--- src/rtl/uart_front_pkg.sv ---
package uart_front_pkg;

    // Status bit positions
    localparam int ST_RX_AVAIL      = 0;
    localparam int ST_TX_SHIFT_IDLE = 1;
    localparam int ST_TX_Q_IDLE     = 2;
    localparam int ST_BREAK         = 3;
    localparam int ST_OVERRUN       = 4;
    localparam int ST_PAR_ERR       = 5;
    localparam int ST_FRAME_ERR     = 6;
    localparam int ST_TX_HALF       = 7;
    localparam int ST_RX_HALF       = 8;
    localparam int ST_TX_FULL       = 9;
    localparam int ST_RX_FULL       = 10;
    localparam int STATUS_W         = 32;

    // Control bit positions that this block acts on
    localparam int CT_RX_EN   = 0;
    localparam int CT_TX_EN   = 1;
    localparam int CT_RX_IE   = 2;
    localparam int CT_TX_IE   = 3;
    localparam int CTRL_BITS  = 13;

    localparam int BYTE_W = 8;

    typedef enum logic [2:0] {
        SEL_DATA,
        SEL_STAT,
        SEL_CTRL,
        SEL_SCAL,
        SEL_NONE
    } reg_sel_e;

    typedef struct packed {
        reg_sel_e sel;
        logic     rd_data;
        logic     wr_data;
        logic     wr_ctrl;
    } bus_cmd_t;

    typedef struct packed {
        logic avail;
        logic overrun;
        logic half;
        logic full;
    } rx_flags_t;

    function automatic reg_sel_e decode_offset(input logic [7:0] off);
        case (off)
            8'h00, 8'h03: return SEL_DATA;
            8'h04:        return SEL_STAT;
            8'h08:        return SEL_CTRL;
            8'h0C:        return SEL_SCAL;
            default:      return SEL_NONE;
        endcase
    endfunction

    function automatic logic [STATUS_W-1:0] pack_status(input rx_flags_t f);
        logic [STATUS_W-1:0] s;
        s                   = '0;
        s[ST_RX_AVAIL]      = f.avail;
        s[ST_TX_SHIFT_IDLE] = 1'b1;
        s[ST_TX_Q_IDLE]     = 1'b1;
        s[ST_BREAK]         = 1'b0;
        s[ST_OVERRUN]       = f.overrun;
        s[ST_PAR_ERR]       = 1'b0;
        s[ST_FRAME_ERR]     = 1'b0;
        s[ST_TX_HALF]       = 1'b0;
        s[ST_RX_HALF]       = f.half;
        s[ST_TX_FULL]       = 1'b0;
        s[ST_RX_FULL]       = f.full;
        return s;
    endfunction

endpackage

--- src/rtl/uart_reg_decode.sv ---
module uart_reg_decode
    import uart_front_pkg::*;
#(
    parameter int ADDR_W = 12,
    parameter int DATA_W = 32
) (
    input  logic                          psel,
    input  logic                          penable,
    input  logic                          pwrite,
    input  logic [ADDR_W-1:0]             paddr,
    input  logic [STATUS_W-1:0]           status,
    input  logic [CTRL_BITS-1:0]          ctrl,
    input  logic [BYTE_W-1:0]             head_byte,
    input  logic                          rx_nonempty,
    output bus_cmd_t                      cmd,
    output logic [DATA_W-1:0]             prdata
);
    logic access;
    reg_sel_e sel;

    assign access = psel && penable;
    assign sel    = decode_offset(paddr[7:0]);

    generate
        if (ADDR_W > 8) begin : g_hi_addr
            logic unused_hi;
            assign unused_hi = ^paddr[ADDR_W-1:8];
        end
    endgenerate

    always_comb begin
        cmd.sel     = sel;
        cmd.rd_data = access && !pwrite && (sel == SEL_DATA);
        cmd.wr_data = access &&  pwrite && (sel == SEL_DATA);
        cmd.wr_ctrl = access &&  pwrite && (sel == SEL_CTRL);
    end

    always_comb begin
        prdata = '0;
        case (sel)
            SEL_DATA: if (rx_nonempty) prdata = DATA_W'(head_byte);
            SEL_STAT: prdata = DATA_W'(status);
            SEL_CTRL: prdata = DATA_W'(ctrl);
            default:  prdata = '0;
        endcase
    end
endmodule

--- src/rtl/uart_rx_queue.sv ---
module uart_rx_queue #(
    parameter int DEPTH = 8,
    parameter int WIDTH = 8,
    localparam int PTR_W = $clog2(DEPTH),
    localparam int CNT_W = PTR_W + 1
) (
    input  logic             clk,
    input  logic             rst,
    input  logic             push_req,
    input  logic             pop_req,
    input  logic [WIDTH-1:0] din,
    output logic [WIDTH-1:0] head,
    output logic [CNT_W-1:0] count,
    output logic             accept,
    output logic             drop
);
    logic [WIDTH-1:0] mem [DEPTH];
    logic [PTR_W-1:0] wr_ptr;
    logic [PTR_W-1:0] rd_ptr;
    logic             full;
    logic             pop_eff;

    assign full    = (count == CNT_W'(DEPTH));
    assign pop_eff = pop_req && (count != '0);
    assign accept  = push_req && (!full || pop_eff);
    assign drop    = push_req && !accept;
    assign head    = mem[rd_ptr];

    always_ff @(posedge clk) begin
        if (accept) mem[wr_ptr] <= din;
    end

    always_ff @(posedge clk) begin
        if (rst) begin
            wr_ptr <= '0;
            rd_ptr <= '0;
            count  <= '0;
        end else begin
            if (accept)  wr_ptr <= wr_ptr + 1'b1;
            if (pop_eff) rd_ptr <= rd_ptr + 1'b1;
            case ({accept, pop_eff})
                2'b10:   count <= count + 1'b1;
                2'b01:   count <= count - 1'b1;
                default: count <= count;
            endcase
        end
    end
endmodule

--- src/rtl/uart_tx_port.sv ---
module uart_tx_port
    import uart_front_pkg::*;
(
    input  logic              clk,
    input  logic              rst,
    input  logic              send,
    input  logic [BYTE_W-1:0] send_byte,
    input  logic              tx_ready,
    input  logic              tx_irq_en,
    input  logic              rx_event,
    output logic              tx_valid,
    output logic [BYTE_W-1:0] tx_data,
    output logic              irq
);
    always_ff @(posedge clk) begin
        if (rst) begin
            tx_valid <= 1'b0;
            tx_data  <= '0;
        end else if (send) begin
            tx_valid <= 1'b1;
            tx_data  <= send_byte;
        end else if (tx_valid && tx_ready) begin
            tx_valid <= 1'b0;
        end
    end

    always_ff @(posedge clk) begin
        if (rst) irq <= 1'b0;
        else     irq <= rx_event || (send && tx_irq_en);
    end
endmodule

--- src/rtl/apb_uart_front.sv ---
module apb_uart_front
    import uart_front_pkg::*;
#(
    parameter int ADDR_W = 12,
    parameter int DATA_W = 32,
    parameter int DEPTH  = 8
) (
    input  logic              clk,
    input  logic              rst,
    input  logic              psel,
    input  logic              penable,
    input  logic              pwrite,
    input  logic [ADDR_W-1:0] paddr,
    input  logic [DATA_W-1:0] pwdata,
    output logic [DATA_W-1:0] prdata,
    output logic              pready,
    output logic              pslverr,
    input  logic              rx_valid,
    input  logic [7:0]        rx_data,
    output logic              tx_valid,
    output logic [7:0]        tx_data,
    input  logic              tx_ready,
    output logic              irq
);
    localparam int CNT_W = $clog2(DEPTH) + 1;

    bus_cmd_t                cmd;
    logic [CTRL_BITS-1:0]    ctrl_q;
    logic                    overrun_q;
    logic [CNT_W-1:0]        rx_count;
    logic [BYTE_W-1:0]       rx_head;
    logic                    rx_push_req;
    logic                    rx_pop;
    logic                    rx_accept;
    logic                    rx_drop;
    logic                    tx_send;
    rx_flags_t               flags;
    logic [STATUS_W-1:0]     status;
    logic                    unused_wdata;

    assign pready       = 1'b1;
    assign pslverr      = 1'b0;
    assign unused_wdata = ^pwdata[DATA_W-1:CTRL_BITS];

    assign rx_push_req = rx_valid && ctrl_q[CT_RX_EN];
    assign rx_pop      = cmd.rd_data;
    assign tx_send     = cmd.wr_data && ctrl_q[CT_TX_EN];

    always_ff @(posedge clk) begin
        if (rst) begin
            ctrl_q    <= '0;
            overrun_q <= 1'b0;
        end else begin
            if (cmd.wr_ctrl) ctrl_q <= pwdata[CTRL_BITS-1:0];
            if (rx_drop)     overrun_q <= 1'b1;
        end
    end

    always_comb begin
        flags.avail   = (rx_count != '0);
        flags.overrun = overrun_q;
        flags.half    = (rx_count >= CNT_W'(DEPTH / 2));
        flags.full    = (rx_count == CNT_W'(DEPTH));
        status        = pack_status(flags);
    end

    uart_reg_decode #(.ADDR_W(ADDR_W), .DATA_W(DATA_W)) u_decode (
        .psel        (psel),
        .penable     (penable),
        .pwrite      (pwrite),
        .paddr       (paddr),
        .status      (status),
        .ctrl        (ctrl_q),
        .head_byte   (rx_head),
        .rx_nonempty (flags.avail),
        .cmd         (cmd),
        .prdata      (prdata)
    );

    uart_rx_queue #(.DEPTH(DEPTH), .WIDTH(BYTE_W)) u_rxq (
        .clk      (clk),
        .rst      (rst),
        .push_req (rx_push_req),
        .pop_req  (rx_pop),
        .din      (rx_data),
        .head     (rx_head),
        .count    (rx_count),
        .accept   (rx_accept),
        .drop     (rx_drop)
    );

    uart_tx_port u_tx (
        .clk       (clk),
        .rst       (rst),
        .send      (tx_send),
        .send_byte (pwdata[BYTE_W-1:0]),
        .tx_ready  (tx_ready),
        .tx_irq_en (ctrl_q[CT_TX_IE]),
        .rx_event  (rx_accept && ctrl_q[CT_RX_IE]),
        .tx_valid  (tx_valid),
        .tx_data   (tx_data),
        .irq       (irq)
    );
endmodule

--- config.mk ---
export PLATFORM = sky130hd
export DESIGN_NAME = apb_uart_front
export DESIGN_NICKNAME = d
export VERILOG_FILES = /design/src/rtl/uart_front_pkg.sv /design/src/rtl/uart_reg_decode.sv /design/src/rtl/uart_rx_queue.sv /design/src/rtl/uart_tx_port.sv /design/src/rtl/apb_uart_front.sv
export SDC_FILE = /design/constraint.sdc
export NUM_CORES = 1
export LEC_CHECK = 0
export ABC_AREA = 1
export BUFFER_PORTS_ARGS = -buffer_cell sky130_fd_sc_hd__clkbuf_2
export CAP_MARGIN = 20
export CORE_ASPECT_RATIO = 1.1
export CORE_MARGIN = 3
export CORE_UTILIZATION = 50
export CTS_BUF_LIST = sky130_fd_sc_hd__clkbuf_4
export DETAILED_ROUTE_END_ITERATION = 8
export PLACE_DENSITY_LB_ADDON = 0.05
export SLEW_MARGIN = 20
export SYNTH_ARGS = -nofsm -noshare
export SYNTH_HDL_FRONTEND = slang
export SYNTH_SLANG_ARGS = --single-unit
--- constraint.sdc ---
create_clock -name clk -period 6.6 [get_ports clk]
set_input_delay 1.32 -clock clk [delete_from_list [all_inputs] [get_ports clk]]
set_output_delay 1.32 -clock clk [all_outputs]
set_load 0.1 [all_outputs]
# Yosys cells after proc, flatten, opt, wreduce, memory -nomap -nowiden

Memory sizes are Yosys's and may differ from the RTL's. A register that Yosys moved wholly into a read port is not among the register bits.
Cells that the tools add are included.

Bits in registers: 34
Memory bits (writable): 64
Input bits: 59
Output and inout port bits: 44
Word-level logic and storage cells: 58
Memories kept: 1

Memory list:

| memory    | depth | bits a word | rd ports | clocked after memory_dff | wr ports | RTL line            | RTL |
|---|---|---|---|---|---|---|---|
| u_rxq.mem | 8     | 8           | 1        | 1                        | 1        | uart_rx_queue.sv:17 | `logic [WIDTH-1:0] mem [DEPTH];` |

$add $sub $neg: 4
Magnitude comparators: 1
Eq/ne operators: 9
Multiplexer cells: 10
Reduce and logical (&&, ||, !) cells: 25

Operators by type and width:

| kind                                                              | count |
|---|---|
| one-hot mux 13 bit (3 select lines)                               | 1 |
| == test 8 x 4 -> 1 bit, second input constant                     | 2 |
| logical AND 1 bit                                                 | 14 |
| one-hot mux 3 bit (4 select lines)                                | 1 |
| == test 8 x 2 -> 1 bit, second input constant                     | 1 |
| == test 8 x 3 -> 1 bit, second input constant                     | 1 |
| logical NOT 8 bit                                                 | 1 |
| 2-to-1 mux 8 bit                                                  | 1 |
| one-hot mux 4 bit (2 select lines)                                | 1 |
| adder 3 x 1 -> 3 bit, second input constant                       | 2 |
| 2-to-1 mux 3 bit                                                  | 2 |
| adder 4 x 1 -> 4 bit, second input constant                       | 1 |
| == test 4 bit, second input constant                              | 1 |
| greater-or-equal comparator 4 x 3 -> 1 bit, second input constant | 1 |
| 2-to-1 mux 1 bit                                                  | 4 |
| nonzero test 2 bit                                                | 2 |
| nonzero test 4 bit                                                | 1 |
| subtractor 4 x 1 -> 4 bit, second input constant                  | 1 |
| == test 3 x 1 -> 1 bit, second input constant                     | 1 |
| == test 3 x 2 -> 1 bit, second input constant                     | 1 |
| logical NOT 1 bit                                                 | 3 |
| logical NOT 3 bit                                                 | 1 |
| == test 2 x 1 -> 1 bit, second input constant                     | 1 |
| == test 2 bit, second input constant                              | 1 |
| 2 further kinds                                                   | 3 |

# Longest topological paths before layout

Gate-level depths: netlist of the first run.

Depth after elaboration: 10
Mapped depth: 15
Depth with buffers taken out: 15

# By module

A second synthesis of the first run with hierarchy kept.

Cells, all modules: 581
Area total of the unflattened synthesis: 4916.0 um2

By module, submodules not included:

| module          | instances | cells each | area each (um2) | seq. area each (um2) |
|---|---|---|---|---|
| uart_rx_queue   | 1         | 275        | 3201.8          | 2182.1 |
| uart_reg_decode | 1         | 160        | 709.4           | 0.0 |
| apb_uart_front  | 1         | 104        | 655.6           | 280.3 |
| uart_tx_port    | 1         | 42         | 349.1           | 200.2 |

# Worst setup path before layout of the first run

Ideal clock, no wire load.

Path type: in2out
Start point: input paddr[7]
End point: output prdata[10]
Data arrival time: 4.191 ns
Required time: 5.280 ns
Slack: 1.089 ns
Stages on the path: 5
Buffers on the path: 0
Cells stage by stage: nor2_1 -> nand2_1 -> nor4_1 -> inv_1 -> o21ai_0

Word-level cells in the longest chain between the ends: 5
Elaborated cells on any way between the ends: 11
Those cells by class: eq/ne: 6; mux: 2; reduce/logical: 3

Ends and longest elaborated chain:

| what                                                        | RTL line              | RTL |
|---|---|---|
| start: declaration                                          | apb_uart_front.sv:13  | `input logic [ADDR_W-1:0] paddr,` |
| == test 8 x 2 -> 1 bit or logical NOT 8 bit (tied branches) | uart_front_pkg.sv:49  | `case (off)` |
| OR reduction 2 bit                                          | uart_front_pkg.sv:49  |  |
| one-hot mux 3 bit (4 select lines) (*)                      | uart_front_pkg.sv:49  |  |
| == test 3 x 2 -> 1 bit, or another cell as far along        | uart_reg_decode.sv:40 | `case (sel)` |
| one-hot mux 13 bit (3 select lines) (*)                     | uart_reg_decode.sv:40 |  |
| end: declaration                                            | apb_uart_front.sv:15  | `output logic [DATA_W-1:0] prdata,` |

Every way passes the cells marked *; elsewhere a longest branch is shown, timed or not.

# Worst setup path after layout of the first run

Start point: input paddr[5]
End point: output prdata[8]

Same word-level chain as after synthesis.

==> results_dict.tcl, run 1 <==
set metrics [dict create \
    status "complete, no violations" \
    crit_chain "clkbuf_2, nor2_1, nand2_1, nor4_1, inv_1, o21ai_0, clkbuf_2" \
    syn2layout_area_growth_pct 9.97 \
    power.share.sequential_pct 60.4 \
    cts_inserted_buffers 9 \
    dieArea_um2 10000 \
    drv_slew 0 \
    yosysTopAreaCellShare_pct 43.4 \
    static-leakage-power_nw 1.95 \
    grt_use_met2_pct 32.0 \
    n_antenna_cell 0 \
    fin_cells 623 \
    drc 0 \
    std_cell_rows 35 \
    path_class "input pin to output pin" \
    grt-busiest-layer "met2" \
    drv_cap 0 \
    postRouteAntennaNets 0 \
    p_clk_share_pct 32.5 \
    power.switching_mw 0.278 \
    endpoint_kind "output pin" \
    fin_nets 571 \
    min_path_type "flip-flop to flip-flop" \
    hp-start "u_tx.tx_data[5]$_SDFFE_PP0P_" \
    skew_ps 9.86 \
    final_util_pct 57.3 \
    clk_pin_slew_ps 140 \
    ys_ff_latch 101 \
    avgSynthCellArea_um2 9.71 \
    slowest_delay_ps 620 \
    crit_required_ps 5280 \
    clk_latency_ps 460 \
    fmax_mhz 223 \
    postCtsSetupBuffers 0 \
    first_pass_iters 5 \
    fin_ws_ps 2110 \
    grt_use_met1_pct 27.5 \
    swShare_pct 25.0 \
    wl_per_cell_um 15.7 \
    synth_edf_count 64 \
    worstPathMaxFanout 4 \
    final.min_clock_period_ps 4490 \
    worstHoldEndpoint "u_tx.tx_data[5]$_SDFFE_PP0P_" \
    postSynth.asyncResetShare_pct 0 \
    cts_root_buf "clkbuf_4" \
    cp_num_buf_inv 3 \
    place_inst 607 \
    cp-start-kind "input pin" \
    setup_violations 0 \
    coreArea_um2 8500 \
    htreeDepth 3 \
    cts_hold_buf 0 \
    routabilityCongestion 0.756 \
    vias 3266 \
    drtIter0Drc 152 \
    die_h_um 105 \
    r2r_setup_slack_ps 4160 \
    dp_hpwl_um 6610 \
    port_buffers 58 \
    dieWidth_um 95.7 \
    crit_family "simple AND/OR/NAND/NOR gates" \
    worst-r2r-cell-count 8 \
    drive_above_1_share_pct 16.6 \
    tns_ps 0 \
    synth_cell_types 33 \
    place_ws_ps 2080 \
    initial_core_util_pct 52.1 \
    yosysMostFrequentCell "nor2_1" \
    cp.arrival_ps 3170 \
    path_common_cell "clkbuf_2" \
    via_per_inst 5.24 \
    crit-reg2reg-capture "u_rxq.mem[7][5]$_DFFE_PP_" \
    cts.path.max_buffers 2 \
    power.density_nw_per_um2 228 \
    ys_seq_area_share_pct 60.1 \
    finalHoldWorstSlack_ps 458 \
    drt-total-wl_um 9810 \
    tritoncts "built" \
    rsz0062_at_grt "false" \
    grtUsageMet3_pct 4.39 \
    antenna_found_initial 0 \
    grt_usage_pct 20.3 \
    synth_common_cells "nor2_1, edfxtp_1, o21ai_0" \
    grt_pass1_wl_um 15500 \
    hold_depth 2 \
    yosysWarnings 0 \
    grt_overflow 0 \
    grt_pass1_vias 3066 \
    yosys_most_used_dff "edfxtp_1" \
    yosysTopAreaCell "edfxtp_1" \
    post_cts_resized 0 \
    fin_crit_sh_pct 68.1 \
    peakVddDrop_v 0.000113 \
    synth_cells 456 \
    cp_slowest_cell "nor4_1" \
    worst_pin_slew_ps 908 \
    internal_power_mw 0.832 \
    pin_count 103 \
    syn_area_um2 4430 \
    power_frac_comb_pct 7.1 \
    grt_max_degree 36 \
    clkSinkCount 101 \
    slew_headroom_pct 39.3 \
    nFillCells 788 \
    synth_area_leaders "edfxtp_1, dfxtp_1, nor2_1" \
    timing.rr.start "u_rxq.count[0]$_SDFFE_PP0P_" \
    hold_violations 0 \
]
[per-layer routing]
layer | share of wire (%) | wire length, um | vias up
met1 | 46 | 4470 | 1551
met5 | 0 | 0 | -
met2 | 48 | 4720 | 88
li1 | - | - | 1615
met4 | 1.1 | 109 | 0
met3 | 5.3 | 516 | 12
[through the flow]
step           power (mW)  cell area (um^2)
6_report             1.11              4870
5_1_grt              1.14              4870
3_5_place_dp        0.762              4710
3_3_place_gp        0.762              4710
4_1_cts              1.11              4870
2_1_floorplan       0.754              4500
[kinds of logic (layout without fill, tap and decap cells)]
kind of cell               Yosys count  after routing  share of synthesized area (%)
AOI/OAI and AO/OA                   90             90                           11.5
xor gates and xnor gates             5              5                          0.989
adders and majority gates            5              5                           1.41
buffers and inverters               78            115                           8.47
DFF                                101            101                           60.1
other                                2             21                          0.170
and+or+nand+nor                    175            175                           17.3
[worst reg2reg max path: cells and delay by family, from the launching register on]
kind,cells,cell delay [ps]
simple gates,7,1550
flops,1,440
buf+inv,1,100
[cell type report]
type	instances	area (um^2)	area share (%)
clock buffers	9	67.6	1.39
clock inverters	7	90.1	1.85
well taps	111	139	2.85
flip-flops and latches	101	2660	54.7
repair buffers	59	298	6.11
inverters	40	151	3.11
multi-input cells	296	1460	30.0
[flip-flops by register name, summed over array words and instances, names as in the netlist, named ones only]
| signal | flops |
|---|---|
| u_tx.tx_data | 8 |
| u_tx.tx_valid | 1 |
| ctrl_q | 13 |
| u_tx.irq | 1 |
| u_rxq.rd_ptr | 3 |
| u_rxq.count | 4 |
| u_rxq.mem | 64 |
| overrun_q | 1 |
| u_rxq.wr_ptr | 3 |
[power by group through the flow]
stage	clock [mW]	combinational [mW]	sequential, mW
floorplan	0	0.0699	0.684
global placement	0	0.0780	0.684
detailed placement	0	0.0786	0.684
CTS	0.364	0.0787	0.670
global route	0.390	0.0834	0.670
finish	0.360	0.0790	0.670
[how the worst max path moves through the flow]
stage,slack (ps),startpoint,cells past startpoint,end
floorplan,1090,paddr[7],5,prdata[10]
global placement,2070,paddr[7],7,prdata[10]
detailed placement,2080,paddr[5],7,prdata[8]
CTS,2060,paddr[5],7,prdata[8]
global route,1860,paddr[5],7,prdata[10]
finish,2110,paddr[5],7,prdata[8]
[layout by cell type, fill, tap and decap left out, drive strengths merged]
| master | n |
|---|---|
| nor3 | 14 |
| dfxtp | 37 |
| inv | 38 |
| o21a | 1 |
| nand3 | 21 |
| buf | 1 |
| edfxtp | 64 |
| nor2 | 77 |
| conb | 21 |
| o221ai | 8 |
| nand2 | 55 |
| nor4 | 1 |
| xnor2 | 1 |
| ha | 5 |
| o21ai | 57 |
| bufinv | 2 |
| a21oi | 17 |
| o211ai | 6 |
| clkbuf | 67 |
| nand3b | 1 |
| clkinv | 6 |
| clkinvlp | 1 |
| o22ai | 1 |
| nand4 | 6 |
| xor2 | 4 |
(Power assumes the default switching activity.)
==> inputs of run 2 (changes only) <==
- clock period: 6.6 -> 3.7 ns (I/O delays scaled with it)
==> results_dict.tcl, run 2 (synthesized netlist as in run 1, its figures left out) <==
set metrics [dict create \
    cts.path.max_buffers 2 \
    top_regs "u_rxq.mem x64, ctrl_q x13, u_tx.tx_data x8" \
    grt_usage_pct 20.4 \
    largest_reg_flops 64 \
    cp-start-kind "flip-flop" \
    first_pass_iters 4 \
    fmax_mhz 313 \
    grt_overflow 0 \
    fin_crit_sh_pct 86.4 \
    clk_pin_slew_ps 140 \
    peakVddDrop_v 0.000176 \
    final_cell_mix "nor2_1, edfxtp_1, o21ai_0, clkbuf_2, nand2_1" \
    n_antenna_cell 0 \
    status "complete, no violations" \
    setup_violations 0 \
    final_util_pct 58.6 \
    worst_pin_slew_ps 781 \
    drtIter0Drc 158 \
    top_register "u_rxq.mem" \
    cts_inserted_buffers 9 \
    antenna_found_initial 0 \
    min_path_type "flip-flop to flip-flop" \
    cp.arrival_ps 2460 \
    drc 0 \
    initial_core_util_pct 52.1 \
    drv_cap 0 \
    crit_required_ps 2960 \
    skew_ps 14.1 \
    rsz0062_at_grt "false" \
    tns_ps 0 \
    layout_commonest_cell "nor2_1" \
    cts_root_buf "clkbuf_4" \
    wl_per_cell_um 15.3 \
    drt-total-wl_um 9740 \
    clkSinkCount 101 \
    grt_pass1_vias 3178 \
    pin_count 103 \
    grt_pass1_wl_um 15600 \
    hold_violations 0 \
    power.density_nw_per_um2 395 \
    htreeDepth 3 \
    coreArea_um2 8500 \
    fin_nets 585 \
    clk_latency_ps 440 \
    vias 3295 \
    die_h_um 105 \
    postRouteAntennaNets 0 \
    dp_hpwl_um 6830 \
    slew_headroom_pct 47.9 \
    seq_area_um2 2660 \
    worstPathMaxFanout 22 \
    port_buffers 58 \
    final.min_clock_period_ps 3200 \
    nFillCells 784 \
    drv_slew 0 \
    syn2layout_area_growth_pct 12.5 \
    finalHoldWorstSlack_ps 453 \
    cts_hold_buf 0 \
    via_per_inst 5.17 \
    std_cell_rows 35 \
    static-leakage-power_nw 2.02 \
    tritoncts "built" \
    path_class "flip-flop to output pin" \
    grt_max_degree 30 \
    postCtsSetupBuffers 0 \
    drive_above_1_share_pct 18.8 \
    endpoint_kind "output pin" \
    routabilityCongestion 0.784 \
    dieArea_um2 10000 \
    post_cts_resized 0 \
    dieWidth_um 95.7 \
    multi_input_area_um2 1460 \
]
==> run 2: cell count changes in the layout (fill, tap and decap cells not counted), sizes merged <==
cell,before,now
buf,1,17
clkinv,6,4
==> run 2: worst paths after layout <==
path / from / end / slack [ps] / depth (start not counted)
worst min-delay path: u_tx.tx_data[5]$_SDFFE_PP0P_ / u_tx.tx_data[5]$_SDFFE_PP0P_ / 450 / 2
worst max register to register: u_rxq.count[1]$_SDFFE_PP0P_ / u_rxq.count[2]$_SDFFE_PP0P_ / 1290 / 14
worst max-delay path: flip-flop / prdata[4] / 500 / 7
worst min register to register: u_tx.tx_data[5]$_SDFFE_PP0P_ / u_tx.tx_data[5]$_SDFFE_PP0P_ / 450 / 2
==> run 2: area by class of cell <==
cell class | instances | share of cell area, %
Sequential cell | 101 | 53.4
Multi-Input combinational cell | 296 | 29.4
Timing Repair Buffer | 73 | 8.19
Inverter | 40 | 3.04
Tap cell | 111 | 2.79
Clock buffer | 11 | 1.66
Clock inverter | 5 | 1.53
==> run 2: stage by stage <==
stage | instance area (um^2) | std cells | total power, mW | setup WS (ps)
finish | 4980 | 637 | 1.97 | 503
CTS | 4980 | 637 | 1.98 | 491
global placement | 4820 | 621 | 1.36 | 651
detailed placement | 4820 | 621 | 1.36 | 611
global route | 4980 | 637 | 2.04 | 339
floorplan | 4500 | 475 | 1.35 | -651
==> run 2: power breakdown <==
group          switching (mW)  leakage, nW  internal (mW)  total, mW
Clock                   0.347       0.0845          0.287      0.634
Sequential          0.0000906        0.873           1.19       1.19
Combinational           0.123         1.07         0.0177      0.141
==> run 2: worst max-delay path: stages, from the launching register on <==
cell	delay, ps
dfxtp_1	370
inv_1	240
buf_4	320
o21ai_0	120
o221ai_1	250
nand3_1	150
nand3_1	100
clkbuf_2	470
==> run 2: metal layers <==
layer / vias to the layer above / GRT usage, % / part of all wire (%)
li1: 1647 / - / -
met1: 1552 / 26.5 / 44
met2: 87 / 33.6 / 49
met3: 9 / 4.32 / 5.3
met4: 0 / 6.50 / 1.2
met5: - / 0 / 0
